===== src/rtl/cmp_pkg.sv =====
package cmp_pkg;

  // Relation triple carried from one bit cell to the next.
  typedef struct packed {
    logic gt;
    logic eq;
    logic lt;
  } rel_t;

  // State that enters the most significant cell: nothing decided yet.
  localparam rel_t REL_SEED = '{gt: 1'b0, eq: 1'b1, lt: 1'b0};

endpackage


===== src/rtl/mag_bit_stage.sv =====
module mag_bit_stage
  import cmp_pkg::*;
(
  input  logic a_bit,
  input  logic b_bit,
  input  rel_t upper,
  output rel_t lower
);

  logic a_wins;
  logic b_wins;

  assign a_wins = a_bit & ~b_bit;
  assign b_wins = ~a_bit & b_bit;

  // A decision made above is kept; this bit decides only while still equal.
  assign lower.gt = upper.gt | (upper.eq & a_wins);
  assign lower.lt = upper.lt | (upper.eq & b_wins);
  assign lower.eq = upper.eq & ~(a_bit ^ b_bit);

endmodule


===== src/rtl/mag_ripple_chain.sv =====
module mag_ripple_chain
  import cmp_pkg::*;
#(
  parameter int WIDTH = 8
) (
  input  logic [WIDTH-1:0] a,
  input  logic [WIDTH-1:0] b,
  output rel_t             verdict
);

  // link[WIDTH] is the seed, link[0] the final verdict.
  rel_t link [WIDTH:0];

  assign link[WIDTH] = REL_SEED;

  for (genvar i = WIDTH - 1; i >= 0; i--) begin : g_cell
    mag_bit_stage u_cell (
      .a_bit (a[i]),
      .b_bit (b[i]),
      .upper (link[i+1]),
      .lower (link[i])
    );
  end

  assign verdict = link[0];

endmodule


===== src/rtl/min_pick.sv =====
module min_pick #(
  parameter int WIDTH = 8
) (
  input  logic             take_a,
  input  logic [WIDTH-1:0] a,
  input  logic [WIDTH-1:0] b,
  output logic [WIDTH-1:0] y
);

  assign y = take_a ? a : b;

endmodule


===== src/rtl/ripple_cmp_min.sv =====
module ripple_cmp_min
  import cmp_pkg::*;
#(
  parameter int WIDTH = 8
) (
  input  logic             clk,
  input  logic             rst,
  input  logic [WIDTH-1:0] op_a,
  input  logic [WIDTH-1:0] op_b,
  output logic             gt,
  output logic             eq,
  output logic             lt,
  output logic [WIDTH-1:0] min_val
);

  rel_t             rel_c;
  logic [WIDTH-1:0] min_c;

  mag_ripple_chain #(.WIDTH(WIDTH)) u_chain (
    .a       (op_a),
    .b       (op_b),
    .verdict (rel_c)
  );

  min_pick #(.WIDTH(WIDTH)) u_pick (
    .take_a (rel_c.lt),
    .a      (op_a),
    .b      (op_b),
    .y      (min_c)
  );

  always_ff @(posedge clk) begin
    if (rst) begin
      gt      <= 1'b0;
      eq      <= 1'b1;
      lt      <= 1'b0;
      min_val <= '0;
    end else begin
      gt      <= rel_c.gt;
      eq      <= rel_c.eq;
      lt      <= rel_c.lt;
      min_val <= min_c;
    end
  end

endmodule


===== config.mk =====
export PLATFORM = sky130hd
export DESIGN_NAME = ripple_cmp_min
export DESIGN_NICKNAME = d
export VERILOG_FILES = /design/src/rtl/cmp_pkg.sv /design/src/rtl/mag_bit_stage.sv /design/src/rtl/mag_ripple_chain.sv /design/src/rtl/min_pick.sv /design/src/rtl/ripple_cmp_min.sv
export SDC_FILE = /design/constraint.sdc
export NUM_CORES = 1
export LEC_CHECK = 0
export ABC_AREA = 0
export BUFFER_PORTS_ARGS = -buffer_cell sky130_fd_sc_hd__buf_2
export CAP_MARGIN = 10
export CORE_UTILIZATION = 48
export CTS_CLUSTER_DIAMETER = 50
export DETAILED_ROUTE_END_ITERATION = 10
export PLACE_DENSITY = 0.78
export SETUP_SLACK_MARGIN = 0.1
export SLEW_MARGIN = 20
export SYNTH_ARGS = -nofsm -noshare
export SYNTH_HDL_FRONTEND = slang
export SYNTH_SLANG_ARGS = --single-unit
export TNS_END_PERCENT = 100

===== constraint.sdc =====
create_clock -name clk -period 1.7 [get_ports clk]
set_input_delay 0.17 -clock clk [delete_from_list [all_inputs] [get_ports clk]]
set_output_delay 0.17 -clock clk [all_outputs]
set_load 0.02 [all_outputs]

==> out/metrics.cfg <==
[power_and_ir_drop]
p_leak_nw=0.611
switching_share=0.308
p_int_w=0.000475
p_total_w=0.000687
p_comb_frac=0.325
vdd_drop_max_uv=321
power.switching_w=0.000212
pwr-share-clk=0.256
seqPwrFrac=0.418
power_density_nw_per_um2=683

[floorplan]
num_rows=14
ios=29
dieArea_um2=1860
die_h_um=43.1
dieWidth_um=43.1
core_area_um2=1540
start_util=0.527

[sta]
hold_viol=0
grt_setup_unrepaired=no
slew_headroom=0.831
clock.fmax_mhz=729
fin_crit_sh=0.807
final.setup.tns_ps=0
drv_slew=0
tightestPinTransition_ps=253
setup_violations=0
fin_crit_ps=1370

[place]
port_buffers=28
place_hpwl_mm=1.22
gp_congestion=0.756

[global_route]
overflow=0
antenna_found_initial=0
grt_pass1_wl_mm=2.64
grt_usage=0.187
grt_max_degree=20
grt_pass1_vias=682

[worst_setup_path]
cp_max_fo=6
cp_top_family=simple AND/OR/NAND/NOR gates
crit_type=input port to register
cpPeakStageDelay_ps=370
startpoint_type=input port
slowest_stage=or3_1
crit_arrival_ps=1560
critical_path_required_ps=1890
crit_chain=buf_2 -> inv_1 -> ha_1 -> nand3_2 -> or3_1 -> o211a_1 -> buf_4 -> mux2i_1
cp-end-kind=register
path_buf_inv=3

[synth]
synth_area_um2=812
synth_edf_count=0
netlist_top_cells_count=16 x ha_1, 16 x inv_1, 16 x nand2b_1, 11 x dfxtp_1, 8 x mux2i_1
synth_area_leaders=dfxtp_1 27%, ha_1 25%, nand2b_1 12%
syn-num-nets=123
yosysTopAreaCell=dfxtp_1
yosys.area.top_type_share=0.271
synth_cell_types=20
synth-main-ff-cell=dfxtp_1
avgSynthCellArea_um2=9.12
syn_inst=89
yosysWarnings=0
ys_seq_area_frac=0.271
ys_ff_latch=11
async_reset_ff_frac=0

[clock_tree]
clk_pin_slew_ps=70
hold_buffers=0
cts_tree=yes
cts_buffers=3
post-cts-setup-buffer-count=0
post_cts_resized=0
root_buffer=clkbuf_4
clock_sinks=11
cts_buffer_depth=2
htree_levels=1

[outcome]
status=finished, final reports clean

[job]
max_cap_viol_count=0

[detailed_routing]
viasPerCell=5.01
drt-initial-drc-count=8
drt-total-wl_mm=1.50
ant_nets=0
wl_per_cell_um=10.8
route.detailed.drc=0
num_vias=691
dr.pass1.iters=4

[cells_and_area]
drive_gt1_frac=0.303
nets=157
n_antenna_cell=0
area_growth_pct=23.9

[worst_hold_path]
min_path_type=input port to register

power by group through the flow:
stage / combinational [W] / sequential (W) / clock, W
4_1_cts: 0.000225 / 0.000288 / 0.000180
3_5_place_dp: 0.000223 / 0.000294 / 0
3_3_place_gp: 0.000217 / 0.000293 / 0
2_1_floorplan: 0.000112 / 0.000327 / 0
5_1_grt: 0.000249 / 0.000290 / 0.000195
6_report: 0.000224 / 0.000287 / 0.000176
cell type report:
| type | count | area [um^2] |
|---|---|---|
| clock buffer | 4 | 26.3 |
| timing repair buffer | 32 | 170 |
| multi-input combinational | 59 | 509 |
| fill | 147 | 536 |
| tap | 16 | 20.0 |
| sequential | 11 | 220 |
| inverter | 16 | 60.1 |
sequential cells by signal (all words and copies together), names as in the netlist:
register and count:
eq 1, gt 1, min_val 8, lt 1
metrics by stage:
step / area (um^2) / util / hold slack, ps / std cells / setup WS (ps)
after floorplan: 812 / - / 321 / 89 / 261
after global placement: 980 / 0.636 / 450 / 134 / 109
after detailed placement: 980 / 0.636 / 458 / 134 / 67.7
after CTS: 1010 / 0.653 / 178 / 138 / 335
after global routing: 1010 / 0.653 / 200 / 138 / 254
final: 1010 / 0.653 / 182 / 138 / 328
cell families after synthesis:
group           count (synthesis)  share of synthesized area
flops                          11                      0.271
compound gates                 13                      0.116
simple gates                   22                      0.166
fa+ha+maj                      16                      0.247
buf+inv                        19                      0.102
mux                             8                     0.0986
final timing paths:
kind	cells after the start	slack, ps	end	startpoint
min	3	180	min_val[3]$_SDFF_PP0_	op_a[3]
max	8	330	min_val[5]$_SDFF_PP0_	op_a[7]
metal layers:
metal  track usage  share of wire  up-vias
li1              -              -      353
met1         0.211           0.42      320
met2         0.337           0.53       16
met3        0.0383          0.038        2
met4        0.0727         0.0087        0
met5             0              0        -
cells in the final DEF, fill, tap and decap left out:
master    instances
dfxtp_1          11
clkbuf_1          1
nand2b_1         16
a211o_1           1
nor2b_1           1
o211ai_1          1
a221oi_1          1
a21oi_1           4
nor2_1            2
mux2i_1           8
buf_4             4
ha_1             16
o211a_1           1
nand3_1           1
inv_1            16
or3_1             1
a31o_2            1
a21o_1            4
nand3_2           1
clkbuf_4          3
buf_2            28
tightest hold or removal path: stages:
cell	delay (ps)
buf_2	110
nand2b_1	60
mux2i_1	50
Power figures use the tool's default switching activity.
